===== config.mk =====
export PLATFORM = sky130hd
export DESIGN_NAME = ladder_proc
export DESIGN_NICKNAME = d
export VERILOG_FILES = /design/src/rtl/ladder_pkg.sv /design/src/rtl/ladder_prog_ram.sv /design/src/rtl/ladder_bitmem.sv /design/src/rtl/ladder_bstack.sv /design/src/rtl/ladder_proc.sv
export SDC_FILE = /design/constraint.sdc
export NUM_CORES = 2
export LEC_CHECK = 0
export BUFFER_PORTS_ARGS = -buffer_cell sky130_fd_sc_hd__clkbuf_2
export CAP_MARGIN = 20
export CORE_ASPECT_RATIO = 2
export CORE_MARGIN = 1
export CORE_UTILIZATION = 35
export DETAILED_ROUTE_END_ITERATION = 16
export PLACE_DENSITY = 0.51
export SYNTH_ARGS = -nofsm -noshare
export SYNTH_HDL_FRONTEND = slang
export SYNTH_HIERARCHICAL = 1
export SYNTH_SLANG_ARGS = --single-unit

===== constraint.sdc =====
create_clock -name clk -period 17.4 [get_ports clk]
set_input_delay 3.48 -clock clk [delete_from_list [all_inputs] [get_ports clk]]
set_output_delay 3.48 -clock clk [all_outputs]
set_load 0.1 [all_outputs]

===== src/rtl/ladder_pkg.sv =====
`timescale 1ns/1ps
package ladder_pkg;
    localparam int OPW = 8;
    localparam int BAW = 8;

    localparam logic [OPW-1:0] OP_NOP   = 8'h00;
    localparam logic [OPW-1:0] OP_END   = 8'h01;
    localparam logic [OPW-1:0] OP_IL    = 8'h02;
    localparam logic [OPW-1:0] OP_ILC   = 8'h03;
    localparam logic [OPW-1:0] OP_JMP   = 8'h04;
    localparam logic [OPW-1:0] OP_JME   = 8'h05;
    localparam logic [OPW-1:0] OP_LATCH = 8'h0B;
    localparam logic [OPW-1:0] OP_LD    = 8'h20;
    localparam logic [OPW-1:0] OP_LDN   = 8'h21;
    localparam logic [OPW-1:0] OP_AND   = 8'h22;
    localparam logic [OPW-1:0] OP_ANDN  = 8'h23;
    localparam logic [OPW-1:0] OP_OR    = 8'h24;
    localparam logic [OPW-1:0] OP_ORN   = 8'h25;
    localparam logic [OPW-1:0] OP_BAND  = 8'h26;
    localparam logic [OPW-1:0] OP_BOR   = 8'h27;
    localparam logic [OPW-1:0] OP_OUT   = 8'h28;
    localparam logic [OPW-1:0] OP_OUTN  = 8'h29;
    localparam logic [OPW-1:0] OP_SET   = 8'h2A;
    localparam logic [OPW-1:0] OP_RST   = 8'h2B;

    typedef enum logic [1:0] {
        ST_HALT = 2'd0,
        ST_SCAN = 2'd1,
        ST_WRAP = 2'd2
    } seq_state_e;
endpackage


===== src/rtl/ladder_prog_ram.sv =====
`timescale 1ns/1ps
module ladder_prog_ram #(
    parameter int DEPTH = 64,
    parameter int WIDTH = 16,
    localparam int AW = (DEPTH > 1) ? $clog2(DEPTH) : 1
) (
    input  logic             clk,
    input  logic             we,
    input  logic [AW-1:0]    waddr,
    input  logic [WIDTH-1:0] wdata,
    input  logic [AW-1:0]    raddr,
    output logic [WIDTH-1:0] rdata
);
    logic [WIDTH-1:0] words [DEPTH];

    always_ff @(posedge clk) begin
        if (we) begin
            words[waddr] <= wdata;
        end
    end

    assign rdata = words[raddr];
endmodule


===== src/rtl/ladder_bitmem.sv =====
`timescale 1ns/1ps
module ladder_bitmem #(
    parameter int AW = 8,
    localparam int NBITS = 1 << AW
) (
    input  logic          clk,
    input  logic          rst_n,
    input  logic          host_we,
    input  logic [AW-1:0] host_waddr,
    input  logic          host_wdata,
    input  logic [AW-1:0] host_raddr,
    output logic          host_rdata,
    input  logic [AW-1:0] ex_raddr,
    output logic          ex_rdata,
    input  logic          ex_we,
    input  logic [AW-1:0] ex_waddr,
    input  logic          ex_wdata
);
    logic [NBITS-1:0] bits_q;

    // Execution write is placed last so it wins a same-cycle collision.
    always_ff @(posedge clk or negedge rst_n) begin
        if (!rst_n) begin
            bits_q <= '0;
        end else begin
            if (host_we) begin
                bits_q[host_waddr] <= host_wdata;
            end
            if (ex_we) begin
                bits_q[ex_waddr] <= ex_wdata;
            end
        end
    end

    assign host_rdata = bits_q[host_raddr];
    assign ex_rdata   = bits_q[ex_raddr];
endmodule


===== src/rtl/ladder_bstack.sv =====
`timescale 1ns/1ps
module ladder_bstack #(
    parameter int DEPTH = 8,
    localparam int SPW = $clog2(DEPTH + 1),
    localparam int IW  = (DEPTH > 1) ? $clog2(DEPTH) : 1
) (
    input  logic           clk,
    input  logic           rst_n,
    input  logic           clr,
    input  logic           push,
    input  logic           pop,
    input  logic           din,
    output logic           top,
    output logic [SPW-1:0] sp_o,
    output logic           err
);
    logic [DEPTH-1:0] slots_q;
    logic [SPW-1:0]   sp_q;
    logic             full, empty;
    logic [IW-1:0]    wr_idx, rd_idx;

    assign full   = (sp_q == SPW'(DEPTH));
    assign empty  = (sp_q == '0);
    assign wr_idx = IW'(sp_q);
    assign rd_idx = IW'(sp_q - SPW'(1));
    assign top    = empty ? 1'b0 : slots_q[rd_idx];
    assign sp_o   = sp_q;

    always_ff @(posedge clk or negedge rst_n) begin
        if (!rst_n) begin
            slots_q <= '0;
            sp_q    <= '0;
            err     <= 1'b0;
        end else begin
            err <= err | (push & full) | (pop & empty);
            if (clr) begin
                sp_q <= '0;
            end else if (push && !full) begin
                slots_q[wr_idx] <= din;
                sp_q            <= sp_q + SPW'(1);
            end else if (pop && !empty) begin
                sp_q <= sp_q - SPW'(1);
            end
        end
    end
endmodule


===== src/rtl/ladder_proc.sv =====
`timescale 1ns/1ps
module ladder_proc
    import ladder_pkg::*;
#(
    parameter int PROG_DEPTH  = 64,
    parameter int STACK_DEPTH = 8,
    localparam int PC_W = (PROG_DEPTH > 1) ? $clog2(PROG_DEPTH) : 1,
    localparam int IW   = OPW + BAW
) (
    input  logic            clk,
    input  logic            rst_n,
    input  logic            run,
    input  logic            prog_we,
    input  logic [PC_W-1:0] prog_addr,
    input  logic [IW-1:0]   prog_wdata,
    input  logic            host_we,
    input  logic [BAW-1:0]  host_waddr,
    input  logic            host_wdata,
    input  logic [BAW-1:0]  host_raddr,
    output logic            host_rdata,
    output logic            scan_done,
    output logic            stack_err
);
    localparam int SP_W = $clog2(STACK_DEPTH + 1);

    seq_state_e      state_q, state_d;
    logic [PC_W-1:0] pc_q;
    logic            cond_q, cond_d;
    logic            rung_q, rung_d;
    logic            il_on_q, il_on_d;
    logic            il_cond_q, il_cond_d;
    logic            jmp_skip_q, jmp_skip_d;

    logic [IW-1:0]   instr;
    logic [OPW-1:0]  op;
    logic [BAW-1:0]  baddr;
    logic            bitv;
    logic            exec, il_block, is_end;
    logic            ex_we, ex_wdata;
    logic            stk_push, stk_pop, stk_clr, stk_top;
    logic [SP_W-1:0] stk_sp;

    ladder_prog_ram #(.DEPTH(PROG_DEPTH), .WIDTH(IW)) u_prog (
        .clk   (clk),
        .we    (prog_we),
        .waddr (prog_addr),
        .wdata (prog_wdata),
        .raddr (pc_q),
        .rdata (instr)
    );

    ladder_bitmem #(.AW(BAW)) u_mem (
        .clk        (clk),
        .rst_n      (rst_n),
        .host_we    (host_we),
        .host_waddr (host_waddr),
        .host_wdata (host_wdata),
        .host_raddr (host_raddr),
        .host_rdata (host_rdata),
        .ex_raddr   (baddr),
        .ex_rdata   (bitv),
        .ex_we      (ex_we),
        .ex_waddr   (baddr),
        .ex_wdata   (ex_wdata)
    );

    ladder_bstack #(.DEPTH(STACK_DEPTH)) u_stack (
        .clk   (clk),
        .rst_n (rst_n),
        .clr   (stk_clr),
        .push  (stk_push),
        .pop   (stk_pop),
        .din   (cond_q),
        .top   (stk_top),
        .sp_o  (stk_sp),
        .err   (stack_err)
    );

    assign op       = instr[IW-1:BAW];
    assign baddr    = instr[BAW-1:0];
    assign exec     = (state_q == ST_SCAN);
    assign il_block = il_on_q & ~il_cond_q;

    // State register
    always_ff @(posedge clk or negedge rst_n) begin
        if (!rst_n) begin
            state_q <= ST_HALT;
        end else begin
            state_q <= state_d;
        end
    end

    // Next-state logic
    always_comb begin
        state_d = state_q;
        unique case (state_q)
            ST_HALT: state_d = run ? ST_SCAN : ST_HALT;
            ST_SCAN: state_d = is_end ? ST_WRAP : ST_SCAN;
            ST_WRAP: state_d = run ? ST_SCAN : ST_HALT;
            default: state_d = ST_HALT;
        endcase
    end

    // Outputs of the sequencer
    always_comb begin
        scan_done = (state_q == ST_WRAP);
    end

    // Instruction decode and execute
    always_comb begin
        cond_d     = cond_q;
        rung_d     = rung_q;
        il_on_d    = il_on_q;
        il_cond_d  = il_cond_q;
        jmp_skip_d = jmp_skip_q;
        ex_we      = 1'b0;
        ex_wdata   = 1'b0;
        stk_push   = 1'b0;
        stk_pop    = 1'b0;
        stk_clr    = 1'b0;
        is_end     = 1'b0;
        if (exec) begin
            if (op == OP_END) begin
                is_end     = 1'b1;
                stk_clr    = 1'b1;
                cond_d     = 1'b0;
                rung_d     = 1'b1;
                il_on_d    = 1'b0;
                jmp_skip_d = 1'b0;
            end else if (jmp_skip_q) begin
                if (op == OP_JME) begin
                    jmp_skip_d = 1'b0;
                    stk_clr    = 1'b1;
                    rung_d     = 1'b1;
                end
            end else if (il_block) begin
                case (op)
                    OP_OUT, OP_OUTN: begin
                        ex_we    = 1'b1;
                        ex_wdata = 1'b0;
                    end
                    OP_ILC: begin
                        il_on_d = 1'b0;
                        stk_clr = 1'b1;
                        rung_d  = 1'b1;
                    end
                    OP_JME: begin
                        jmp_skip_d = 1'b0;
                    end
                    default: begin
                    end
                endcase
            end else begin
                case (op)
                    OP_LD, OP_LDN: begin
                        stk_push = ~rung_q;
                        cond_d   = bitv ^ (op == OP_LDN);
                        rung_d   = 1'b0;
                    end
                    OP_AND:  cond_d = cond_q & bitv;
                    OP_ANDN: cond_d = cond_q & ~bitv;
                    OP_OR:   cond_d = cond_q | bitv;
                    OP_ORN:  cond_d = cond_q | ~bitv;
                    OP_BAND: begin
                        stk_pop = 1'b1;
                        cond_d  = cond_q & stk_top;
                    end
                    OP_BOR: begin
                        stk_pop = 1'b1;
                        cond_d  = cond_q | stk_top;
                    end
                    OP_OUT, OP_OUTN: begin
                        ex_we    = 1'b1;
                        ex_wdata = cond_q ^ (op == OP_OUTN);
                        stk_clr  = 1'b1;
                        rung_d   = 1'b1;
                    end
                    OP_SET, OP_RST: begin
                        ex_we    = cond_q;
                        ex_wdata = (op == OP_SET);
                        stk_clr  = 1'b1;
                        rung_d   = 1'b1;
                    end
                    OP_LATCH: begin
                        stk_pop  = 1'b1;
                        ex_we    = 1'b1;
                        ex_wdata = cond_q ? 1'b0 : (stk_top | bitv);
                        stk_clr  = 1'b1;
                        rung_d   = 1'b1;
                    end
                    OP_IL: begin
                        il_on_d   = 1'b1;
                        il_cond_d = cond_q;
                        stk_clr   = 1'b1;
                        rung_d    = 1'b1;
                    end
                    OP_ILC: begin
                        il_on_d = 1'b0;
                        stk_clr = 1'b1;
                        rung_d  = 1'b1;
                    end
                    OP_JMP: begin
                        jmp_skip_d = ~cond_q;
                        stk_clr    = 1'b1;
                        rung_d     = 1'b1;
                    end
                    OP_JME: begin
                        jmp_skip_d = 1'b0;
                        stk_clr    = 1'b1;
                        rung_d     = 1'b1;
                    end
                    default: begin
                    end
                endcase
            end
        end
    end

    // Rung state and program counter
    always_ff @(posedge clk or negedge rst_n) begin
        if (!rst_n) begin
            pc_q       <= '0;
            cond_q     <= 1'b0;
            rung_q     <= 1'b1;
            il_on_q    <= 1'b0;
            il_cond_q  <= 1'b0;
            jmp_skip_q <= 1'b0;
        end else begin
            cond_q     <= cond_d;
            rung_q     <= rung_d;
            il_on_q    <= il_on_d;
            il_cond_q  <= il_cond_d;
            jmp_skip_q <= jmp_skip_d;
            if (exec) begin
                pc_q <= is_end ? '0 : pc_q + PC_W'(1);
            end
        end
    end
endmodule


==> metrics.md <==
| Metric | Value |
|---|---|
| Status | `completed` |
| Hold path cells | `1` |
| Fin Setup TNS | `0 ns` |
| First-pass GRT wire length | `299000 um` |
| Post-route cell area | `67100 um2` |
| CTS tree | `built` |
| Hold_sp | `u_stack/slots_q[3]$_DFFE_PN0P_` |
| Clock Skew | `0.0606 ns` |
| Post-synthesis to final-layout area growth | `12.0%` |
| Maximum vdd ir drop | `0.000144 V` |
| Largest area contributor in the netlist | `edfxtp_1` |
| Antenna-violating nets left | `0` |
| Crit end category | `output pin` |
| CP startpoint kind | `input pin` |
| Synth Net Count | `4339` |
| Top post-synthesis cells by count | `edfxtp_1, nor2_1, nand2_1, mux4_2, dfrtp_1` |
| Max Clock Freq | `93.3 MHz` |
| Mapped Area | `59800 um2` |
| Worst hold endpoint | `u_stack/slots_q[3]$_DFFE_PN0P_` |
| Setup-failing EPs final | `0` |
| Initial antenna violation count | `1` |
| Final HPWL DP | `141000 um` |
| CP Max Fanout | `28` |
| Hold WC Path Type | `register to register` |
| Synth Area in Simple Gates | `9.48%` |
| Synth Flop Type | `edfxtp_1` |
| Worst EP required | `13.92 ns` |
| Clk buf depth | `3` |
| Initial core utilization | `35.3%` |
| Clock Tree Root | `clkbuf_16` |
| Core ar. | `170000 um2` |
| Tmin final | `10.72 ns` |
| Synth Area in Compound Gates | `8.10%` |
| Port bufs | `46` |
| FF-to-FF path depth | `24` |
| RSZ-0062 raised after global routing | `false` |
| P_leak | `21.9 nW` |
| Routed wl met3 | `9690 um` |
| Total gr overflow | `0` |
| Fill count | `15992` |
| Post-Synth XOR/XNOR Area | `0.0585%` |
| Worst-path clk slew | `0.06 ns` |
| PostCTS Resize Cnt | `0` |
| Final Power | `10.2 mW` |
| Top cell type's share of synthesized area | `51.4%` |
| Die area | `173000 um2` |
| Seq cells post-synth | `1306` |
| Final core occ | `39.5%` |
| DR iter-0 viols | `3897` |
| H-tree levels | `3` |
| Crit Path Category | `input pin to output pin` |
| Slew @ Worst Pin | `1.24 ns` |
| Worst endpoint data arrival time | `7.24 ns` |
| R2r setup slk | `6.99 ns` |
| Max Cap Viol | `0` |
| Top layer in use | `met4` |
| Max Slew Vio Count | `0` |
| Die W | `294 um` |
| Largest net degree at the start of global routing | `150` |
| Wire per inst | `31.5 um` |
| R2R Path Start | `pc_q[2]$_DFFE_PN0P_` |
| Async SR Flop Fraction | `21.6%` |
| Syn Area/Cell | `13.9 um2` |
| Total track usage | `24.4%` |
| Vias/cell | `5.90` |
| Remaining DRCs | `0` |
| Row count | `214` |
| Pwr dens | `152 nW/um2` |
| Detail Route met2 WL | `113000 um` |
| Mux contribution to synthesized area | `16.2%` |
| Post-synthesis adder-cell area fraction | `0.0627%` |
| Hold-fix buffers, CTS | `0` |
| DP Area | `63000 um2` |
| Number of global-route vias before repair | `40114` |
| Sink Count | `1306` |
| I/O pins | `47` |
| Synthesized instance count | `4292` |
| First drt pass iteration count | `9` |
| Final net count | `4364` |
| Worst rel slew slack | `17.1%` |
| Number of CTS-inserted buffers | `118` |
| # Post-CTS Setup Buffers | `0` |
| Largest family of logic cells by synthesized area | `multiplexers` |
| Skew-Pair Late Insertion Delay | `0.77 ns` |
| Final hold violations | `0` |
| Yosys Warn Count | `6` |
| Post-synth EDFFs | `1024` |
| Met1 wire length | `68700 um` |
| Total routed wirelength | `211000 um` |
| Reg-to-Reg End | `u_mem/bits_q[60]$_DFF_PN0_` |
| Crit share post-route | `61.6%` |
| Largest cells by area after synthesis | `edfxtp_1, dfrtp_1, mux4_2, mux2i_1, nor2_1` |
| Most numerous cell in the Yosys netlist | `edfxtp_1` |
| Via Count | `39460` |
| Placer congestion estimate | `0.965` |
| Cell variety after synth | `80` |
| Vert. Die Dim | `587 um` |
| Sequential area share after synthesis | `63.2%` |
| Fraction of layout cells with a size suffix above 1 | `18.4%` |
## layout make-up
| type | instances | area (um2) | share of cell area [%] |
|---|---|---|---|
| diodes | 3 | 7.51 | 0.0112 |
| clock buffers | 135 | 3020 | 4.50 |
| clock inverters | 89 | 963 | 1.44 |
| inverters | 15 | 56.3 | 0.0840 |
| multi-input cells | 2640 | 20600 | 30.7 |
| flip-flops and latches | 1306 | 37800 | 56.4 |
| well taps | 2268 | 2840 | 4.23 |
| repair buffers | 236 | 1780 | 2.65 |
## cells in the final DEF (no fill, tap or decap), drive strengths merged, types with 10 or more instances in the layout
cell type  instances
and3              10
a22o              11
nand3            277
clkinv            55
dfrtp            281
bufinv            15
clkinvlp          16
a21oi             37
nor2             429
o21ai            260
a211oi            11
nor3              29
nor2b             54
buf              196
o22ai             39
mux4             292
nand2            368
mux2i            260
mux2              45
a22oi             46
nor4              17
inv               18
a221oi            50
nand3b            11
clkbuf           175
a31oi            246
nand4             16
nand2b            19
edfxtp          1024
o21a              12
## metrics by stage
stage / hold WS, ns / setup WS [ns] / std cells
6_report: 0.481 / 6.68 / 6692
5_1_grt: 0.506 / 6.32 / 6690
4_1_cts: 0.488 / 6.62 / 6687
3_5_place_dp: 0.473 / 6.63 / 6463
3_3_place_gp: 0.465 / 6.60 / 6460
2_1_floorplan: 0.456 / 7.27 / 4292
## registers in the layout, summed over array words and instances, names as in the netlist, 2 cells and up
register / flops
u_mem/bits_q: 256
pc_q: 6
u_stack/slots_q: 8
u_prog/words: 1024
state_q: 2
u_stack/sp_o: 4
## critical path, stage by stage
cell and delay [ns]:
buf_4 0.33, buf_4 0.58, buf_4 0.42, mux4_2 0.54, mux2_2 0.29, a2111oi_0 0.55
o31ai_1 0.16, a211oi_1 0.23, a31oi_1 0.11, clkbuf_2 0.42
## worst max-delay path by stage
stage	start	end	slack [ns]	cells after the start
6_report	host_raddr[0]	host_rdata	6.68	10
5_1_grt	pc_q[2]$_DFFE_PN0P_	u_mem/bits_q[60]$_DFF_PN0_	6.32	24
3_3_place_gp	host_raddr[0]	host_rdata	6.60	10
2_1_floorplan	host_raddr[0]	host_rdata	7.27	11
3_5_place_dp	host_raddr[0]	host_rdata	6.63	10
4_1_cts	host_raddr[0]	host_rdata	6.62	10
## report_power, final
group | leakage [nW] | switching (mW) | internal, mW
registers | 12.0 | 0.149 | 3.45
logic | 8.01 | 2.51 | 1.37
clock network | 1.89 | 1.25 | 1.48
## layer usage
metal	vias to the layer above	track usage (%)
li1	16783	-
met1	20307	24.4
met2	1701	44.7
met3	669	3.01
met4	0	19.5
met5	-	0
## cell families after synthesis
family / count (synthesis)
xor+xnor: 4
simple gates: 1266
mux: 597
fa+ha+maj: 3
buf+inv: 346
compound gates: 770
flops: 1306
(Power assumes the default switching activity.)
